`config.mk`:
```
export PLATFORM = sky130hd
export DESIGN_NAME = cpu16_core
export DESIGN_NICKNAME = d
export VERILOG_FILES = /design/src/rtl/cpu16_pkg.sv /design/src/rtl/cpu16_mem.sv /design/src/rtl/cpu16_regfile.sv /design/src/rtl/cpu16_alu.sv /design/src/rtl/cpu16_core.sv
export SDC_FILE = /design/constraint.sdc
export NUM_CORES = 2
export LEC_CHECK = 0
export ABC_CLOCK_PERIOD_IN_PS = 35400
export BUFFER_PORTS_ARGS = -buffer_cell sky130_fd_sc_hd__buf_2
export CORE_MARGIN = 2
export CORE_UTILIZATION = 42
export DETAILED_ROUTE_END_ITERATION = 10
export GPL_ROUTABILITY_DRIVEN = 1
export GPL_TIMING_DRIVEN = 1
export SYNTH_ARGS = -nofsm -noshare
export SYNTH_HDL_FRONTEND = slang
export SYNTH_SLANG_ARGS = --single-unit
```
`constraint.sdc`:
```
create_clock -name clk -period 35.4 [get_ports clk]
set_clock_uncertainty 0.05 [all_clocks]
set_input_delay 1.77 -clock clk [delete_from_list [all_inputs] [get_ports clk]]
set_output_delay 1.77 -clock clk [all_outputs]
set_load 0.05 [all_outputs]
```
`src/rtl/cpu16_pkg.sv`:
```
package cpu16_pkg;

    localparam int DW     = 16;
    localparam int AW     = 7;
    localparam int RCW    = 3;
    localparam int NGPR   = 7;
    localparam int OPW    = 5;
    localparam int NFLAG  = 4;
    localparam int DEPTH  = 1 << AW;

    typedef logic [DW-1:0]  word_t;
    typedef logic [AW-1:0]  addr_t;
    typedef logic [RCW-1:0] rcode_t;

    localparam rcode_t FLAGS_CODE = rcode_t'((1 << RCW) - 1);

    typedef enum logic [OPW-1:0] {
        OP_ADD  = 5'b00000,
        OP_SUB  = 5'b00001,
        OP_MOVI = 5'b00010,
        OP_MOVR = 5'b00011,
        OP_LD   = 5'b00100,
        OP_ST   = 5'b00101,
        OP_MUL  = 5'b00110,
        OP_DIV  = 5'b00111,
        OP_RS   = 5'b01000,
        OP_LS   = 5'b01001,
        OP_XOR  = 5'b01010,
        OP_OR   = 5'b01011,
        OP_AND  = 5'b01100,
        OP_NOT  = 5'b01101,
        OP_CMP  = 5'b01110,
        OP_JMP  = 5'b01111,
        OP_JLT  = 5'b11100,
        OP_JGT  = 5'b11101,
        OP_HLT  = 5'b11010,
        OP_JE   = 5'b11111
    } opcode_e;

    typedef enum logic [1:0] {
        ST_FETCH,
        ST_EXEC,
        ST_HALT
    } state_e;

    // Packed order gives V at bit 3, L at 2, G at 1, E at 0.
    typedef struct packed {
        logic v;
        logic lt;
        logic gt;
        logic eq;
    } flags_t;

    typedef struct packed {
        rcode_t ra;
        rcode_t rb;
        rcode_t rd;
        logic   wr;
        logic   wr_pair;
        logic   is_ld;
        logic   is_st;
        logic   is_jump;
        logic   is_halt;
    } decode_t;

    function automatic word_t flags_word(flags_t f);
        return {{(DW-NFLAG){1'b0}}, f};
    endfunction

    function automatic decode_t decode(word_t ir);
        decode_t d;
        d    = '0;
        d.ra = ir[5:3];
        d.rb = ir[2:0];
        d.rd = ir[5:3];
        case (opcode_e'(ir[DW-1 -: OPW]))
            OP_ADD, OP_SUB, OP_MUL, OP_XOR, OP_OR, OP_AND: begin
                d.rd = ir[8:6];
                d.wr = 1'b1;
            end
            OP_MOVI, OP_RS, OP_LS: begin
                d.ra = ir[9:7];
                d.rd = ir[9:7];
                d.wr = 1'b1;
            end
            OP_LD: begin
                d.ra    = ir[9:7];
                d.rd    = ir[9:7];
                d.wr    = 1'b1;
                d.is_ld = 1'b1;
            end
            OP_ST: begin
                d.ra    = ir[9:7];
                d.is_st = 1'b1;
            end
            OP_MOVR, OP_NOT: d.wr = 1'b1;
            OP_DIV:          d.wr_pair = 1'b1;
            OP_JMP, OP_JLT, OP_JGT, OP_JE: d.is_jump = 1'b1;
            OP_HLT:          d.is_halt = 1'b1;
            default: ;
        endcase
        return d;
    endfunction

endpackage

```
`src/rtl/cpu16_mem.sv`:
```
module cpu16_mem #(
    parameter int AW = 7,
    parameter int DW = 16
) (
    input  logic          clk,
    input  logic          we,
    input  logic [AW-1:0] waddr,
    input  logic [DW-1:0] wdata,
    input  logic [AW-1:0] raddr,
    output logic [DW-1:0] rdata,
    input  logic [AW-1:0] paddr,
    output logic [DW-1:0] pdata
);
    localparam int DEPTH = 1 << AW;

    logic [DW-1:0] cells [DEPTH];

    always_ff @(posedge clk) begin
        if (we) begin
            cells[waddr] <= wdata;
        end
    end

    assign rdata = cells[raddr];
    assign pdata = cells[paddr];
endmodule

```
`src/rtl/cpu16_regfile.sv`:
```
module cpu16_regfile #(
    parameter int NREG = 7,
    parameter int W    = 16,
    parameter int CW   = 3
) (
    input  logic            clk,
    input  logic            rst,
    input  logic            we0,
    input  logic [CW-1:0]   wa0,
    input  logic [W-1:0]    wd0,
    input  logic            we1,
    input  logic [CW-1:0]   wa1,
    input  logic [W-1:0]    wd1,
    input  logic [CW-1:0]   ra0,
    output logic [W-1:0]    rd0,
    input  logic [CW-1:0]   ra1,
    output logic [W-1:0]    rd1,
    output logic [NREG*W-1:0] dump
);
    localparam int NCODE = 1 << CW;

    logic [W-1:0] rv [NCODE];

    for (genvar i = 0; i < NREG; i++) begin : g_reg
        logic [W-1:0] q;
        always_ff @(posedge clk) begin
            if (rst) begin
                q <= '0;
            end else if (we1 && wa1 == CW'(i)) begin
                q <= wd1;
            end else if (we0 && wa0 == CW'(i)) begin
                q <= wd0;
            end
        end
        assign rv[i]            = q;
        assign dump[i*W +: W]   = q;
    end

    for (genvar j = NREG; j < NCODE; j++) begin : g_void
        assign rv[j] = '0;
    end

    assign rd0 = rv[ra0];
    assign rd1 = rv[ra1];
endmodule

```
`src/rtl/cpu16_alu.sv`:
```
module cpu16_alu
    import cpu16_pkg::*;
(
    input  logic [OPW-1:0] op,
    input  word_t          a,
    input  word_t          b,
    input  addr_t          imm,
    output word_t          res,
    output word_t          rem,
    output flags_t         flg
);
    logic [DW:0]     sum;
    logic [2*DW-1:0] prod;

    assign sum  = {1'b0, a} + {1'b0, b};
    assign prod = {{DW{1'b0}}, a} * {{DW{1'b0}}, b};

    always_comb begin
        res = '0;
        rem = '0;
        flg = '0;
        case (opcode_e'(op))
            OP_ADD: begin
                if (sum[DW]) flg.v = 1'b1;
                else         res   = sum[DW-1:0];
            end
            OP_SUB: begin
                if (b > a) flg.v = 1'b1;
                else       res   = a - b;
            end
            OP_MUL: begin
                if (|prod[2*DW-1:DW]) flg.v = 1'b1;
                else                  res   = prod[DW-1:0];
            end
            OP_DIV: begin
                if (b == '0) begin
                    flg.v = 1'b1;
                end else begin
                    res = a / b;
                    rem = a % b;
                end
            end
            OP_MOVI: res = DW'(imm);
            OP_MOVR: res = b;
            OP_RS:   res = a >> imm;
            OP_LS:   res = a << imm;
            OP_XOR:  res = a ^ b;
            OP_OR:   res = a | b;
            OP_AND:  res = a & b;
            OP_NOT:  res = ~b;
            OP_CMP: begin
                flg.lt = (a < b);
                flg.gt = (a > b);
                flg.eq = (a == b);
            end
            default: ;
        endcase
    end
endmodule

```
`src/rtl/cpu16_core.sv`:
```
module cpu16_core
    import cpu16_pkg::*;
(
    input  logic                clk,
    input  logic                rst,
    input  logic                load_en,
    input  logic [AW-1:0]       load_addr,
    input  logic [DW-1:0]       load_data,
    input  logic [AW-1:0]       peek_addr,
    output logic [DW-1:0]       peek_data,
    output logic                retire_valid,
    output logic [AW-1:0]       retire_pc,
    output logic [NGPR*DW-1:0]  retire_gpr,
    output logic [DW-1:0]       retire_flags,
    output logic                halted
);
    state_e  st;
    word_t   ir;
    addr_t   pc;
    flags_t  flags;
    decode_t dec;

    word_t   mem_rdata;
    addr_t   mem_raddr;
    logic    mem_we;
    addr_t   mem_waddr;
    word_t   mem_wdata;

    word_t   rf_a, rf_b, opa, opb;
    word_t   alu_res, alu_rem;
    flags_t  alu_flg;

    logic    exec_now;
    logic    take_jump;
    addr_t   next_pc;
    logic    we0, we1;
    rcode_t  wa0;
    word_t   wd0;

    assign dec      = decode(ir);
    assign exec_now = (st == ST_EXEC);

    // Memory: fetch address during fetch, operand address during execute.
    assign mem_raddr = (st == ST_FETCH) ? pc : ir[AW-1:0];
    assign mem_we    = load_en | (exec_now & dec.is_st);
    assign mem_waddr = load_en ? load_addr : ir[AW-1:0];
    assign mem_wdata = load_en ? load_data : opa;

    cpu16_mem #(.AW(AW), .DW(DW)) u_mem (
        .clk   (clk),
        .we    (mem_we),
        .waddr (mem_waddr),
        .wdata (mem_wdata),
        .raddr (mem_raddr),
        .rdata (mem_rdata),
        .paddr (peek_addr),
        .pdata (peek_data)
    );

    // Register file; code 111 reads the flag word instead.
    assign opa = (dec.ra == FLAGS_CODE) ? flags_word(flags) : rf_a;
    assign opb = (dec.rb == FLAGS_CODE) ? flags_word(flags) : rf_b;

    assign we0 = exec_now & (dec.wr_pair | (dec.wr & (dec.rd != FLAGS_CODE)));
    assign wa0 = dec.wr_pair ? rcode_t'(0) : dec.rd;
    assign wd0 = dec.is_ld ? mem_rdata : alu_res;
    assign we1 = exec_now & dec.wr_pair;

    cpu16_regfile #(.NREG(NGPR), .W(DW), .CW(RCW)) u_rf (
        .clk  (clk),
        .rst  (rst),
        .we0  (we0),
        .wa0  (wa0),
        .wd0  (wd0),
        .we1  (we1),
        .wa1  (rcode_t'(1)),
        .wd1  (alu_rem),
        .ra0  (dec.ra),
        .rd0  (rf_a),
        .ra1  (dec.rb),
        .rd1  (rf_b),
        .dump (retire_gpr)
    );

    cpu16_alu u_alu (
        .op  (ir[DW-1 -: OPW]),
        .a   (opa),
        .b   (opb),
        .imm (ir[AW-1:0]),
        .res (alu_res),
        .rem (alu_rem),
        .flg (alu_flg)
    );

    // Branch resolution uses the flags left by the previous instruction.
    always_comb begin
        take_jump = 1'b0;
        case (opcode_e'(ir[DW-1 -: OPW]))
            OP_JMP:  take_jump = 1'b1;
            OP_JLT:  take_jump = flags.lt;
            OP_JGT:  take_jump = flags.gt;
            OP_JE:   take_jump = flags.eq;
            default: take_jump = 1'b0;
        endcase
    end

    always_comb begin
        if (dec.is_halt)    next_pc = pc;
        else if (take_jump) next_pc = ir[AW-1:0];
        else                next_pc = pc + addr_t'(1);
    end

    always_ff @(posedge clk) begin
        if (rst) begin
            st           <= ST_FETCH;
            pc           <= '0;
            ir           <= '0;
            flags        <= '0;
            retire_valid <= 1'b0;
            retire_pc    <= '0;
        end else begin
            retire_valid <= 1'b0;
            case (st)
                ST_FETCH: begin
                    ir <= mem_rdata;
                    st <= ST_EXEC;
                end
                ST_EXEC: begin
                    flags        <= alu_flg;
                    pc           <= next_pc;
                    retire_valid <= 1'b1;
                    retire_pc    <= pc;
                    st           <= dec.is_halt ? ST_HALT : ST_FETCH;
                end
                default: ;
            endcase
        end
    end

    assign retire_flags = flags_word(flags);
    assign halted       = (st == ST_HALT);
endmodule

```
## Yosys cells after proc, flatten, opt, wreduce, memory -nomap -nowiden

Memory sizes are Yosys's and may differ from the RTL's.
Cells that the tools add are included.

- $add $sub $neg: 3
- Multiply operators: 1
- Div/mod/pow operators: 2
- $lt $le $gt $ge: 5
- Eq/ne operators: 31
- Shift operators: 2
- Mux-type cells: 42
- Bitwise operators: 13
- Reduce and logical (&&, ||, !) cells: 19

Operators by type and width:

| kind | number |
|---|---|
| two-way mux 16 bit | 16 |
| case mux 16 bit (12 select lines) | 1 |
| binary-select mux 16 bit (select 3 bit) | 2 |
| == test 5 x 4 -> 1 bit (second input constant) | 8 |
| > comparator 16 bit | 2 |
| multiplier 16 x 16 -> 32 bit | 1 |
| two-way mux 7 bit | 3 |
| == test 5 x 3 -> 1 bit (second input constant) | 4 |
| == test 5 bit (second input constant) | 4 |
| adder 16 x 16 -> 17 bit | 1 |
| bitwise AND 16 bit | 1 |
| divider 16 x 16 -> 16 bit | 1 |
| == test 16 bit | 1 |
| logical NOT 16 bit | 1 |
| < comparator 16 bit | 1 |
| modulo 16 x 16 -> 16 bit | 1 |
| inverter 16 bit | 1 |
| OR 16 bit | 1 |
| OR reduction 16 bit | 1 |
| left shift 16 x 7 -> 16 bit | 1 |
| right shift 16 x 7 -> 16 bit | 1 |
| subtractor 16 bit | 1 |
| XOR 16 bit | 1 |
| == test 3 bit (second input constant) | 5 |
| 29 further kinds | 58 |

- Register bits: 149
- Bits in writable memories: 2048
- Bits of input ports: 33
- Output and inout port bits: 153
- Word-level logic and storage cells: 135
- Memories kept: 1

Memory list:

| memory | depth | width | read ports | clocked after Yosys merged registers in | write ports | RTL line | text |
|---|---|---|---|---|---|---|---|
| u_mem.cells | 128 | 16 | 2 | 0 | 1 | cpu16_mem.sv:16 | `logic [DW-1:0] cells [DEPTH];` |

## Depth between registers and ports, before layout

- Depth in word-level cells: 15
- Depth in mapped cells: 154
- Mapped depth without buffers: 141

## Modules after synthesis

Synthesis repeated with hierarchy kept, for this count alone.

- Cell total of the unflattened synthesis: 7822
- Area total of the unflattened synthesis: 123762.4 um^2

Modules (own cells, without submodules):

| module | times used | cells each | area each (um^2) | sequential area each (um^2) |
|---|---|---|---|---|
| cpu16_mem | 1 | 3909 | 94155.3 | 61499.0 |
| cpu16_alu | 1 | 2765 | 19997.9 | 0.0 |
| cpu16_regfile | 1 | 800 | 6899.1 | 2242.2 |
| cpu16_core | 1 | 348 | 2710.1 | 720.7 |

## Worst setup path after synthesis

OpenSTA, ideal clock, no wires.

- Path type: reg2reg
- From: register ir[1]
- To: register u_rf.g_reg[1].q[0]
- Setup time: 143 ps
- Data arrival time: 29789 ps
- Required time: 35207 ps
- Slack: 5418 ps
- Stages on the path, launching flop included: 145
- Buffers on the path: 17
- Period minus slack after synthesis: 29982 ps
- Cells stage by stage: dfxtp_1 -> buf_4 -> buf_6 -> buf_2 -> buf_4 -> buf_4 -> mux4_2 -> nand2_1 -> nand2_1 -> clkbuf_1 -> inv_1 -> ha_1 -> nand3_1 -> a21oi_1 -> ha_1 -> o21ai_0 -> nor2b_1 -> nand4_1 -> [109 not listed] -> a211oi_1 -> o31ai_1 -> o21a_1 -> o21a_1 -> a221oi_1 -> buf_2 -> a21oi_1 -> fa_1 -> a21o_1 -> a21o_1 -> a21oi_1 -> a21oi_1 -> nand4_1 -> nand3_1 -> o221ai_1 -> o22ai_1 -> nor3_1 -> o21ai_0

- Cells in the longest elaborated chain, start to end: 12
- Elaborated cells on any way between the ends: 32
- Classes of those cells: 2 x add/sub; 1 x mul; 2 x div; 1 x order compare; 1 x eq/ne; 2 x shift; 15 x mux; 5 x bitwise; 2 x reduce/logical; 1 x memory

Ends and longest elaborated chain:

| element | RTL line | text |
|---|---|---|
| start, declared | cpu16_core.sv:18 | `word_t ir;` |
| start signal, assigned | cpu16_core.sv:125 | `ir <= mem_rdata;` |
| branches (longest 11 deep; another with divider 16 x 16 -> 16 bit) | - |  |
| two-way mux 16 bit * | cpu16_regfile.sv:29 | `end else if (we1 && wa1 == CW'(i)) begin` |
| end signal, assigned | cpu16_regfile.sv:30 | `q <= wd1;` |
| end signal, assigned | cpu16_regfile.sv:32 | `q <= wd0;` |
| end, declared | cpu16_regfile.sv:25 | `logic [W-1:0] q;` |

Mark *: on every way between the ends. The select of a mux whose other input is x is not followed.
A chain may end at the register's enable or synchronous reset.

## Worst setup path in the final report

- From: register ir[13]
- To: register u_rf.g_reg[1].q[12]

- Cells in the longest elaborated chain, start to end: 15
- Elaborated cells on any way between the ends: 60
- Classes of those cells: 2 x add/sub; 1 x mul; 2 x div; 1 x order compare; 16 x eq/ne; 2 x shift; 20 x mux; 8 x bitwise; 8 x reduce/logical

Ends and longest elaborated chain:

| element |
|---|
| branches (longest 15 deep; another with divider 16 x 16 -> 16 bit) |

Parallel ways; which one is timed is not known. The select of a mux whose other input is x is not followed.

==> results_tabular.tex <==
\begin{tabular}{lr}
\hline
Metric & Value \\
\hline
\multicolumn{2}{l}{\textbf{Setup path}} \\
Required time of the critical path & 36.20 ns \\
Worst path bufs/invs & 23 \\
Sort of element at the end of the critical path & flip-flop \\
Max Fanout on Critical Path & 14 \\
Worst Path Arrival & 33.94 ns \\
Slowest cell on crit path & sky130\_fd\_sc\_hd\_\_a2111oi\_2 \\
Critical path's largest stage delay & 1.03 ns \\
Delay-heaviest family, CP & compound AO/OA/AOI/OAI gates \\
Category of the worst setup path launch point & flip-flop \\
Type of the worst setup path & reg -> reg \\
\multicolumn{2}{l}{\textbf{Cells and area}} \\
Count of nets after finishing & 10200 \\
Share of layout cells above drive strength 1 & 0.253 \\
Relative area change from synthesis to final layout & 13.5\% \\
Layout Utilization & 0.479 \\
Number of filler cells placed in the layout & 25800 \\
Non-filler cells, final & 13900 \\
\multicolumn{2}{l}{\textbf{Detailed routing}} \\
First-pass DRT Iterations & 6 \\
Detailed-route via count & 94800 \\
Average via count per standard cell & 6.84 \\
DRT antenna net count & 0 \\
Number of remaining DRC errors & 0 \\
Detailed-route wire length & 537 mm \\
Initial DRC count & 15300 \\
Post-detailed-route wirelength per cell & 38.8 um \\
\multicolumn{2}{l}{\textbf{Status}} \\
Violated checks & capacitance limit, slew limit \\
Status & finished, violations left \\
\multicolumn{2}{l}{\textbf{Yosys}} \\
Distinct cell type count after synthesis & 103 \\
Number of enable-type register cells in the synthesized netlist & 2048 \\
Synth Warn \# & 0 \\
Area share of the largest cell type after synthesis & 0.491 \\
Post-synth top cells & sky130\_fd\_sc\_hd\_\_edfxtp\_1 (2048), sky130\_fd\_sc\_hd\_\_nand2\_1 (1111), sky130\_fd\_sc\_hd\_\_mux4\_2 (979) \\
Most instantiated library cell after synthesis & sky130\_fd\_sc\_hd\_\_edfxtp\_1 \\
Synth Flop Type & sky130\_fd\_sc\_hd\_\_edfxtp\_1 \\
FF+latch count, synth & 2196 \\
Area contributors post-synth & sky130\_fd\_sc\_hd\_\_edfxtp\_1 (49\%), sky130\_fd\_sc\_hd\_\_mux4\_2 (18\%), sky130\_fd\_sc\_hd\_\_nand2\_1 (3.3\%) \\
Cell accounting for the most synthesized area & sky130\_fd\_sc\_hd\_\_edfxtp\_1 \\
Share of the yosys chip area belonging to registers & 0.515 \\
Post-synthesis area per instance & 13.5 sq um \\
Synth async-reset ratio & 0 \\
Count of mapped cells out of synthesis & 9304 \\
Post-synthesis cell area & 125000 sq um \\
\multicolumn{2}{l}{\textbf{GRT}} \\
Initial antenna violation count & 45 \\
Number of global-route vias before repair & 91300 \\
Overall track demand over capacity in global routing & 0.350 \\
Total congestion overflow & 0 \\
Maximum number of pins on one net before global-route repair & 138 \\
Global-route wire length before repair & 738 mm \\
\multicolumn{2}{l}{\textbf{Place}} \\
Worst slack at placement & 2.08 ns \\
Routability cong. & 1.02 \\
HPWL after detailed placement & 366 mm \\
Placed cell count & 13400 \\
Port Buffer Count & 173 \\
\multicolumn{2}{l}{\textbf{Timing}} \\
Fmax & 30.2 MHz \\
Total Neg Setup Slack & 0 ns \\
Final worst path period share & 0.936 \\
Clock period minus final worst setup slack & 33.14 ns \\
Max-slew violation total from the final report & 7 \\
Headroom to the max-slew limit & -0.0847 \\
Setup violation total in the final timing report & 0 \\
Transition at the pin with the smallest max-transition slack & 1.61 ns \\
Final number of hold-violating endpoints & 0 \\
Post-route worst setup slack & 2.26 ns \\
RSZ-0062 raised after global routing & no \\
\multicolumn{2}{l}{\textbf{Die}} \\
Number of primary I/O pins & 186 \\
Area of the die & 303000 sq um \\
Number of core rows & 200 \\
Chip width & 550 um \\
Y dimension of the die & 550 um \\
Initial Util & 0.422 \\
Core area & 297000 sq um \\
\multicolumn{2}{l}{\textbf{Run}} \\
Max-capacitance violation count & 3 \\
\multicolumn{2}{l}{\textbf{Clock tree}} \\
Number of buffers inserted by hold repair at cts & 0 \\
Clock tree sinks & 2196 \\
Max H-tree Level & 4 \\
CTS tree & built \\
Clock buffers created by TritonCTS & 231 \\
Clock-pin slew on the worst setup and hold paths & 0.06 ns \\
Root Driver & sky130\_fd\_sc\_hd\_\_clkbuf\_16 \\
Clock Path Buffers & 4 \\
Clk Latency, worst-skew pair & 0.96 ns \\
\multicolumn{2}{l}{\textbf{Hold path}} \\
Classification of the worst-slack hold path & reg -> reg \\
\hline
\end{tabular}
worst paths after layout:
check | start | to | slack, ns | depth (start not counted)
worst min register to register | retire_pc[1] | retire_pc[1] | 0.41 | 2
worst max register to register | ir[13] | u_rf.g_reg[1].q[12] | 2.26 | 144
worst min-delay path | retire_pc[1] | retire_pc[1] | 0.41 | 2
worst max-delay path | ir[13] | u_rf.g_reg[1].q[12] | 2.26 | 144
through the flow:
step | hold WS [ns] | cell area [sq um]
after global placement | 0.395 | 134000
after CTS | 0.410 | 142000
after floorplan | 0.436 | 125000
final | 0.411 | 142000
after detailed placement | 0.402 | 134000
after global routing | 0.430 | 142000
layout by cell type, fill, tap and decap left out, types with 64 or more instances in the layout:
cell	count
sky130_fd_sc_hd__nor2_2	93
sky130_fd_sc_hd__inv_1	351
sky130_fd_sc_hd__fa_1	197
sky130_fd_sc_hd__edfxtp_1	2048
sky130_fd_sc_hd__nor2_1	549
sky130_fd_sc_hd__a211oi_1	147
sky130_fd_sc_hd__mux2i_1	251
sky130_fd_sc_hd__nand2_1	1104
sky130_fd_sc_hd__a32oi_1	82
sky130_fd_sc_hd__o21ai_0	225
sky130_fd_sc_hd__dfxtp_1	143
sky130_fd_sc_hd__buf_2	167
sky130_fd_sc_hd__mux4_2	979
sky130_fd_sc_hd__clkbuf_16	236
sky130_fd_sc_hd__nand3_1	299
sky130_fd_sc_hd__a21oi_1	301
sky130_fd_sc_hd__ha_1	292
sky130_fd_sc_hd__buf_4	628
sky130_fd_sc_hd__mux2_2	64
sky130_fd_sc_hd__nand4_1	110
sky130_fd_sc_hd__nor3_1	113
sky130_fd_sc_hd__xnor2_1	64
area by class of cell:
cell class                      count  area (sq um)  share of cell area
Antenna cell                       22          55.1            0.000387
Clock inverter                    153          1680              0.0118
Inverter                          362          1360             0.00956
Timing Repair Buffer              817          5970              0.0420
Clock buffer                      273          6050              0.0426
Sequential cell                  2196         64500               0.454
Tap cell                         3939          4930              0.0347
Multi-Input combinational cell   6098         57600               0.405
registers in the layout, summed over array words and instances (netlist names):
register      flops
pc                7
u_rf.g.q        112
ir               15
retire_pc         7
retire_flags      4
st                2
u_mem.cells    2048
retire_valid      1
kinds of logic (layout without fill, tap and decap cells):
| logic type | count (synthesis) | in the layout | synth area share |
|---|---|---|---|
| xor gates and xnor gates | 94 | 94 | 0.00658 |
| buffers and inverters | 1021 | 1605 | 0.0332 |
| muxes | 1310 | 1310 | 0.204 |
| adders and majority gates | 489 | 489 | 0.0607 |
| DFF | 2196 | 2196 | 0.515 |
| and+or+nand+nor | 2650 | 2650 | 0.0939 |
| AOI/OAI and AO/OA | 1543 | 1543 | 0.0873 |
| other | 1 | 34 | 0.0000299 |
per-layer routing:
metal | vias to the layer above | GRT usage | part of all wire
met5 | - | 0 | 0.00057
met4 | 44 | 0.225 | 0.078
met3 | 1549 | 0.105 | 0.12
met2 | 7323 | 0.531 | 0.44
met1 | 48400 | 0.436 | 0.35
li1 | 37400 | - | -
worst min-delay path, delay by kind of cell, from the launching register on:
kind	cells	cell delay (ns)
compound gates	1	0.06
flops	1	0.31
simple gates	1	0.05
what timing repair did:
item	4_1_cts	5_1_grt
buffers inserted	0	6
setup endpoints to repair	0	22
gates resized for setup	0	7
Power is left out: the tool's default activity adds up to more than one toggle a clock period on the data nets, which glitch-free logic cannot reach.
